===== config.mk =====
export PLATFORM = sky130hd
export DESIGN_NAME = hdx_serial_port
export DESIGN_NICKNAME = d
export VERILOG_FILES = /design/src/rtl/hdx_pkg.sv /design/src/rtl/hdx_clkgen.sv /design/src/rtl/hdx_shifter.sv /design/src/rtl/hdx_ctrl.sv /design/src/rtl/hdx_serial_port.sv
export SDC_FILE = /design/constraint.sdc
export NUM_CORES = 1
export LEC_CHECK = 0
export ABC_AREA = 1
export ABC_CLOCK_PERIOD_IN_PS = 2700
export BUFFER_PORTS_ARGS = -buffer_cell sky130_fd_sc_hd__buf_2
export CAP_MARGIN = 40
export CELL_PAD_IN_SITES_DETAIL_PLACEMENT = 1
export CELL_PAD_IN_SITES_GLOBAL_PLACEMENT = 1
export CORE_MARGIN = 8
export CORE_UTILIZATION = 45
export DETAILED_ROUTE_END_ITERATION = 16
export GPL_TIMING_DRIVEN = 0
export PLACE_DENSITY_LB_ADDON = 0.1
export SYNTH_ARGS = -nofsm -noshare
export SYNTH_HDL_FRONTEND = slang
export SYNTH_SLANG_ARGS = --single-unit

===== constraint.sdc =====
create_clock -name clk -period 2.7 [get_ports clk]
set_input_delay 0.135 -clock clk [delete_from_list [all_inputs] [get_ports clk]]
set_output_delay 0.135 -clock clk [all_outputs]
set_load 0.05 [all_outputs]

===== src/rtl/hdx_pkg.sv =====
package hdx_pkg;
  localparam int unsigned CTRL_ADDR = 0;
  localparam int unsigned DATA_ADDR = 1;
  localparam int unsigned BIT_EF  = 7;
  localparam int unsigned BIT_EIE = 6;
  localparam int unsigned BIT_RE  = 5;
  localparam int unsigned BIT_TE  = 4;
  localparam int unsigned BUS_W   = 8;

  typedef struct packed {
    logic rise;
    logic fall;
  } sclk_ev_t;
endpackage


===== src/rtl/hdx_clkgen.sv =====
module hdx_clkgen
  import hdx_pkg::*;
#(
  parameter int unsigned SS_W      = 3,
  parameter int unsigned BASE_HALF = 10
) (
  input  logic            clk,
  input  logic            rst_n,
  input  logic            active,
  input  logic [SS_W-1:0] ss,
  input  logic            sck_i,
  output logic            sck_o,
  output logic            sck_oe,
  output sclk_ev_t        ev
);
  localparam int unsigned TOP_CODE = (1 << SS_W) - 2;
  localparam int unsigned MAX_HALF = BASE_HALF << TOP_CODE;
  localparam int unsigned CNT_W    = $clog2(MAX_HALF + 1);

  logic             ext;
  logic             run;
  logic             tick;
  logic [CNT_W-1:0] half_m1;
  logic [CNT_W-1:0] cnt_q, cnt_d;
  logic             sck_q, sck_d;
  logic [2:0]       sync_q;

  assign ext     = (ss == {SS_W{1'b1}});
  assign run     = active & ~ext;
  assign half_m1 = CNT_W'((BASE_HALF << ss) - 1);
  assign tick    = run & (cnt_q == '0);

  always_comb begin
    cnt_d = cnt_q;
    sck_d = sck_q;
    if (!run) begin
      cnt_d = half_m1;
      sck_d = 1'b1;
    end else if (tick) begin
      cnt_d = half_m1;
      sck_d = ~sck_q;
    end else begin
      cnt_d = cnt_q - 1'b1;
    end
  end

  always_ff @(posedge clk or negedge rst_n) begin
    if (!rst_n) begin
      cnt_q  <= '0;
      sck_q  <= 1'b1;
      sync_q <= 3'b111;
    end else begin
      cnt_q  <= cnt_d;
      sck_q  <= sck_d;
      sync_q <= {sync_q[1:0], sck_i};
    end
  end

  always_comb begin
    if (ext) begin
      ev.rise = active & sync_q[1] & ~sync_q[2];
      ev.fall = active & ~sync_q[1] & sync_q[2];
    end else begin
      ev.rise = tick & ~sck_q;
      ev.fall = tick & sck_q;
    end
  end

  assign sck_o  = sck_q;
  assign sck_oe = ~ext;
endmodule


===== src/rtl/hdx_shifter.sv =====
module hdx_shifter
  import hdx_pkg::*;
#(
  parameter int unsigned DW = 8
) (
  input  logic          clk,
  input  logic          rst_n,
  input  logic          te,
  input  logic          re,
  input  sclk_ev_t      ev,
  input  logic          load,
  input  logic [DW-1:0] load_val,
  input  logic          sdi,
  output logic          sdo,
  output logic [DW-1:0] shreg,
  output logic          done
);
  localparam int unsigned BC_W = $clog2(DW);
  localparam logic [BC_W-1:0] LAST = BC_W'(DW - 1);

  logic [DW-1:0]   sh_q, sh_d;
  logic            sdo_q, sdo_d;
  logic [BC_W-1:0] bc_q, bc_d;
  logic            busy;

  assign busy = te | re;
  assign done = busy & ev.rise & (bc_q == LAST);

  always_comb begin
    sh_d  = sh_q;
    sdo_d = sdo_q;
    if (load) begin
      sh_d = load_val;
    end else if (te && ev.fall) begin
      sh_d = {1'b1, sh_q[DW-1:1]};
    end else if (re && ev.rise) begin
      sh_d = {sdi, sh_q[DW-1:1]};
    end
    if (te && ev.fall) begin
      sdo_d = sh_q[0];
    end
  end

  always_comb begin
    if (!busy) begin
      bc_d = '0;
    end else if (ev.rise) begin
      bc_d = bc_q + 1'b1;
    end else begin
      bc_d = bc_q;
    end
  end

  always_ff @(posedge clk or negedge rst_n) begin
    if (!rst_n) begin
      sh_q  <= '0;
      sdo_q <= 1'b1;
      bc_q  <= '0;
    end else begin
      sh_q  <= sh_d;
      sdo_q <= sdo_d;
      bc_q  <= bc_d;
    end
  end

  assign sdo   = sdo_q;
  assign shreg = sh_q;
endmodule


===== src/rtl/hdx_ctrl.sv =====
module hdx_ctrl
  import hdx_pkg::*;
#(
  parameter int unsigned SS_W = 3
) (
  input  logic             clk,
  input  logic             rst_n,
  input  logic             wr_ctrl,
  input  logic [BUS_W-1:0] wdata,
  input  logic             data_acc,
  input  logic             done,
  input  logic             io_stop,
  output logic             te,
  output logic             re,
  output logic             ef,
  output logic             eie,
  output logic [SS_W-1:0]  ss
);
  logic            te_q, te_d, re_q, re_d, ef_q, ef_d, eie_q, eie_d;
  logic [SS_W-1:0] ss_q, ss_d;
  logic            te_req, re_req;

  assign te_req = wdata[BIT_TE];
  assign re_req = wdata[BIT_RE];

  always_comb begin
    te_d  = te_q;
    re_d  = re_q;
    eie_d = eie_q;
    ss_d  = ss_q;
    if (wr_ctrl) begin
      eie_d = wdata[BIT_EIE];
      ss_d  = wdata[SS_W-1:0];
    end
    if (io_stop || done) begin
      te_d = 1'b0;
      re_d = 1'b0;
    end else if (wr_ctrl) begin
      te_d = te_req & ~re_q;
      re_d = re_req & ~te_q & ~(te_req & ~re_q);
    end
  end

  always_comb begin
    if (done) begin
      ef_d = 1'b1;
    end else if (data_acc) begin
      ef_d = 1'b0;
    end else begin
      ef_d = ef_q;
    end
  end

  always_ff @(posedge clk or negedge rst_n) begin
    if (!rst_n) begin
      te_q  <= 1'b0;
      re_q  <= 1'b0;
      ef_q  <= 1'b0;
      eie_q <= 1'b0;
      ss_q  <= {SS_W{1'b1}};
    end else begin
      te_q  <= te_d;
      re_q  <= re_d;
      ef_q  <= ef_d;
      eie_q <= eie_d;
      ss_q  <= ss_d;
    end
  end

  assign te  = te_q;
  assign re  = re_q;
  assign ef  = ef_q;
  assign eie = eie_q;
  assign ss  = ss_q;
endmodule


===== src/rtl/hdx_serial_port.sv =====
module hdx_serial_port
  import hdx_pkg::*;
#(
  parameter int unsigned SS_W      = 3,
  parameter int unsigned BASE_HALF = 10
) (
  input  logic       clk,
  input  logic       rst_n,
  input  logic       bus_sel,
  input  logic       bus_wr,
  input  logic       bus_addr,
  input  logic [7:0] bus_wdata,
  output logic [7:0] bus_rdata,
  input  logic       io_stop,
  output logic       sck_o,
  output logic       sck_oe,
  input  logic       sck_i,
  output logic       sdo,
  input  logic       sdi,
  output logic       irq
);
  localparam int unsigned DW = BUS_W;
  localparam int unsigned PAD_W = BIT_TE - SS_W;

  logic            rst_s1, rst_sync_n;
  logic            te, re, ef, eie, done;
  logic [SS_W-1:0] ss;
  logic            wr_ctrl, wr_data, data_acc;
  logic [DW-1:0]   shreg;
  sclk_ev_t        ev;
  logic            unused_wbits;

  always_ff @(posedge clk or negedge rst_n) begin
    if (!rst_n) begin
      rst_s1     <= 1'b0;
      rst_sync_n <= 1'b0;
    end else begin
      rst_s1     <= 1'b1;
      rst_sync_n <= rst_s1;
    end
  end

  assign wr_ctrl  = bus_sel & bus_wr & (bus_addr == 1'(CTRL_ADDR));
  assign wr_data  = bus_sel & bus_wr & (bus_addr == 1'(DATA_ADDR));
  assign data_acc = bus_sel & (bus_addr == 1'(DATA_ADDR));
  assign unused_wbits = ^bus_wdata[BIT_EF:BIT_EF] ^ ^bus_wdata[BIT_TE-1:SS_W];

  hdx_ctrl #(.SS_W(SS_W)) u_ctrl (
    .clk(clk), .rst_n(rst_sync_n), .wr_ctrl(wr_ctrl), .wdata(bus_wdata),
    .data_acc(data_acc), .done(done), .io_stop(io_stop),
    .te(te), .re(re), .ef(ef), .eie(eie), .ss(ss)
  );

  hdx_clkgen #(.SS_W(SS_W), .BASE_HALF(BASE_HALF)) u_clkgen (
    .clk(clk), .rst_n(rst_sync_n), .active(te | re), .ss(ss),
    .sck_i(sck_i), .sck_o(sck_o), .sck_oe(sck_oe), .ev(ev)
  );

  hdx_shifter #(.DW(DW)) u_shift (
    .clk(clk), .rst_n(rst_sync_n), .te(te), .re(re), .ev(ev),
    .load(wr_data), .load_val(bus_wdata), .sdi(sdi),
    .sdo(sdo), .shreg(shreg), .done(done)
  );

  always_comb begin
    if (bus_addr == 1'(DATA_ADDR)) begin
      bus_rdata = shreg;
    end else begin
      bus_rdata = {ef, eie, re, te, {PAD_W{1'b0}}, ss};
    end
  end

  assign irq = ef & eie;
endmodule


==> run_results.csv <==
group,metric,value,unit
detailed_routing,drt-initial-drc-count,56,
grt,antenna_found_initial,0,
synthesis,ys_seq_area_frac,0.449,
cells_and_area,diodes,0,
grt,grt_max_degree,19,
floorplanning,dieArea,0.00676,mm^2
synthesis,synth_top_area_share,0.342,
synthesis,synth_nets,269,
power_and_ir_drop,peakVddDrop,292,uV
timing,max_freq,578,MHz
timing,hold_viol,0,
grt,grt.overflow.total,0,
synthesis,synth_ff_type,"dfrtp_1",
detailed_routing,highest_layer,"met4",
floorplanning,io_pins,28,
grt,grt_pass1_wl,8380,um
cells_and_area,fin_nets,305,
detailed_routing,firstDrtPassIters,4,
outcome,status,"finished, final reports clean",
timing,slew_violations,0,
synthesis,yosysWarnings,0,
critical_path,crit_chain,"buf_2 -> nand3_4 -> nand2_2 -> inv_2 -> nand3_2 -> nand2_2 -> nand2_4 -> nand3_4 -> nand2_1 -> nand2_1",
synthesis,ys_top_cells_by_area,"dfrtp_1 34%, nand2_1 15%, dfstp_2 11%, inv_1 4.9%, o21ai_0 4.3%",
critical_path,critical_path_depth,10,
synthesis,synth_most_common_cell,"nand2_1",
timing,tns,0,ns
timing,period_minus_slack,1.73,ns
timing,slew_headroom,0.487,
critical_path,endpoint_kind,"flip-flop",
grt,first_global_vias,1772,
detailed_routing,num_vias,1687,
critical_path,crit_path_max_incr_delay,0.52,ns
timing,rsz0062_at_grt,"no",
place,dp_hpwl,3630,um
cts,h-tree-depth,2,
critical_path,ff2ff_path_depth,10,
critical_path,start_kind,"flip-flop",
floorplanning,fp.dieH,82.2,um
worst_hold_path,hold_class,"input port to flip-flop",
detailed_routing,post_drt_wl_per_cell,14.2,um
cts,cts_buffer_depth,2,
cells_and_area,final_area,0.00230,mm^2
cts,post-cts-setup-buffers,0,
cells_and_area,multi_input_area,941,um^2
cts,postCtsHoldBufs,2,
critical_path,worst-path-buf-inv,2,
power_and_ir_drop,total_power,1.46,mW
critical_path,cp.required,2.87,ns
floorplanning,die_x,82.2,um
synthesis,yosys-top-cells-count,"77 x nand2_1, 27 x dfrtp_1, 26 x inv_1, 17 x o21ai_0, 16 x nor2_1",
place,placed_area,0.00220,mm^2
detailed_routing,vias_per_cell,5.01,
synthesis,ys_types,30,
synthesis,synthCells,248,
power_and_ir_drop,p_per_area,636,mW/mm^2
job,drv_cap,0,
detailed_routing,totalWireLength,4780,um
cts,clock_latency,0.28,ns
cts,cts_tree,"yes",
detailed_routing,drc,0,
detailed_routing,wl_met2,2380,um
synthesis,synth_edf_count,0,
timing,fin_crit_sh,0.640,
power_and_ir_drop,power_leakage,1.23,nW
cells_and_area,final_cells,337,
cts,clkSinkCount,35,
synthesis,ys_ff_latch,35,
timing,tightest_slew,0.769,ns
critical_path,path_max_fanout,9,
cells_and_area,ff_latch_area,886,um^2
place,globalplace.congestion,0.741,
critical_path,critPathTopFamily,"simple AND/OR/NAND/NOR gates",
cells_and_area,final_util,0.535,
detailed_routing,wl_met3,150,um
detailed_routing,ant_nets,0,
floorplanning,initial_core_util,0.460,
critical_path,critPathKind,"flip-flop to flip-flop",
cells_and_area,area_growth,16.4,%
synthesis,synth_top_area_cell,"dfrtp_1",
synthesis,syn_avg_cell_area,7.96,um^2
cts,cts_buffers,5,
timing,final.setup_skew,0.00910,ns
synthesis,ys_async_sr_fraction,1.00,
critical_path,slowest_stage,"dfstp_2",
synthesis,synth_area,0.00197,mm^2
cts,clk_pin_slew,0.07,ns
critical_path,arrival,1.90,ns
grt,grt_usage,0.159,
detailed_routing,wl_met1,2210,um
floorplanning,coreArea,0.00429,mm^2
cells_and_area,drive_gt1_frac,0.239,
cts,post_cts_resized,0,
cts,clockRootBuffer,"clkbuf_8",
floorplanning,placement_rows,24,
worst_hold_path,hold-path-cell-count,3,
timing,setup_viol,0,
cells_and_area,fill_cells,566,
place,io_buffers,26,
place,dp.cells,327,
-- through the flow --
| stage | hold WS (ns) | setup WS (ns) |
|---|---|---|
| floorplan | -0.161 | 0.740 |
| global placement | -0.0797 | 0.986 |
| detailed placement | -0.0755 | 0.978 |
| CTS | 0.0689 | 0.964 |
| global route | 0.0770 | 0.848 |
| finish | 0.0733 | 0.971 |
-- logic make-up (layout without fill, tap and decap cells) --
family | after synthesis | in the layout | share of synthesized area
and+or+nand+nor | 134 | 134 | 0.329
DFF | 35 | 35 | 0.449
buffers and inverters | 35 | 72 | 0.0748
AOI/OAI and AO/OA | 31 | 31 | 0.0830
xor gates and xnor gates | 7 | 7 | 0.0311
adders and majority gates | 5 | 5 | 0.0317
other | 1 | 1 | 0.00190
-- layer usage --
layer  vias to the layer above  global-route usage
li1                        860                   -
met1                       801               0.193
met2                        21               0.274
met3                         5              0.0390
met4                         0              0.0386
met5                         -                   0
-- final cells by class --
class	count	share of cell area
tap	52	0.0283
timing repair buffer	29	0.0773
clock buffer	7	0.0332
multi-input combinational	178	0.409
sequential	35	0.385
buffer	6	0.0169
clock inverter	1	0.00218
inverter	29	0.0474
-- power by group --
| part | total (mW) | switching (mW) | internal [mW] |
|---|---|---|---|
| sequential | 0.685 | 0.0731 | 0.612 |
| clock | 0.364 | 0.183 | 0.181 |
| combinational | 0.413 | 0.273 | 0.140 |
| total | 1.46 | 0.529 | 0.933 |
-- worst register-to-register path, stage by stage, from the launching register on --
cell     delay, ns
dfstp_2       0.52
buf_2         0.19
nand3_4       0.13
nand2_2       0.11
inv_2         0.05
nand3_2       0.07
nand2_2       0.10
nand2_4       0.15
nand3_4       0.14
nand2_1       0.10
nand2_1       0.06
-- sequential cells by signal, summed over array words and instances (netlist names), 3 cells and up --
name	flops
u_ctrl.ss	3
u_clkgen.sync_q	3
u_shift.bc_q	3
u_clkgen.cnt_q	10
u_shift.shreg	8
-- worst paths after layout --
check	start	to	slack (ns)
max in group asynchronous	rst_sync_n	u_ctrl.ss[2]	1.74
hold / removal	bus_wdata[6]	u_ctrl.eie	0.07
min in group asynchronous	rst_n	rst_s1	0.15
setup / recovery	u_ctrl.ss[0]	u_shift.shreg[6]	0.97
hold reg to reg	rst_sync_n	u_shift.shreg[1]	0.32
setup reg to reg	u_ctrl.ss[0]	u_shift.shreg[6]	0.97
-- cell usage in the layout (no fill, tap or decap) --
cell type / instances
clkbuf_8: 5
buf_8: 1
nor2_2: 3
xor2_1: 3
dfrtp_1: 27
buf_16: 1
o21ai_2: 1
or2_2: 1
nand3_1: 12
nor2_1: 16
nand3_2: 4
a21oi_1: 9
o21ai_1: 1
nor3_1: 2
o21ai_0: 17
clkinv_2: 1
dlygate4sd3_1: 2
ha_1: 5
conb_1: 1
inv_2: 3
buf_2: 29
o21bai_1: 1
a31oi_1: 2
inv_1: 26
dfstp_2: 8
nand3b_1: 2
clkbuf_1: 3
nand4_1: 7
xnor2_1: 4
nand2_1: 77
nand2_2: 5
nand3_4: 3
clkbuf_2: 1
nand2_4: 2
(Power assumes the default switching activity.)
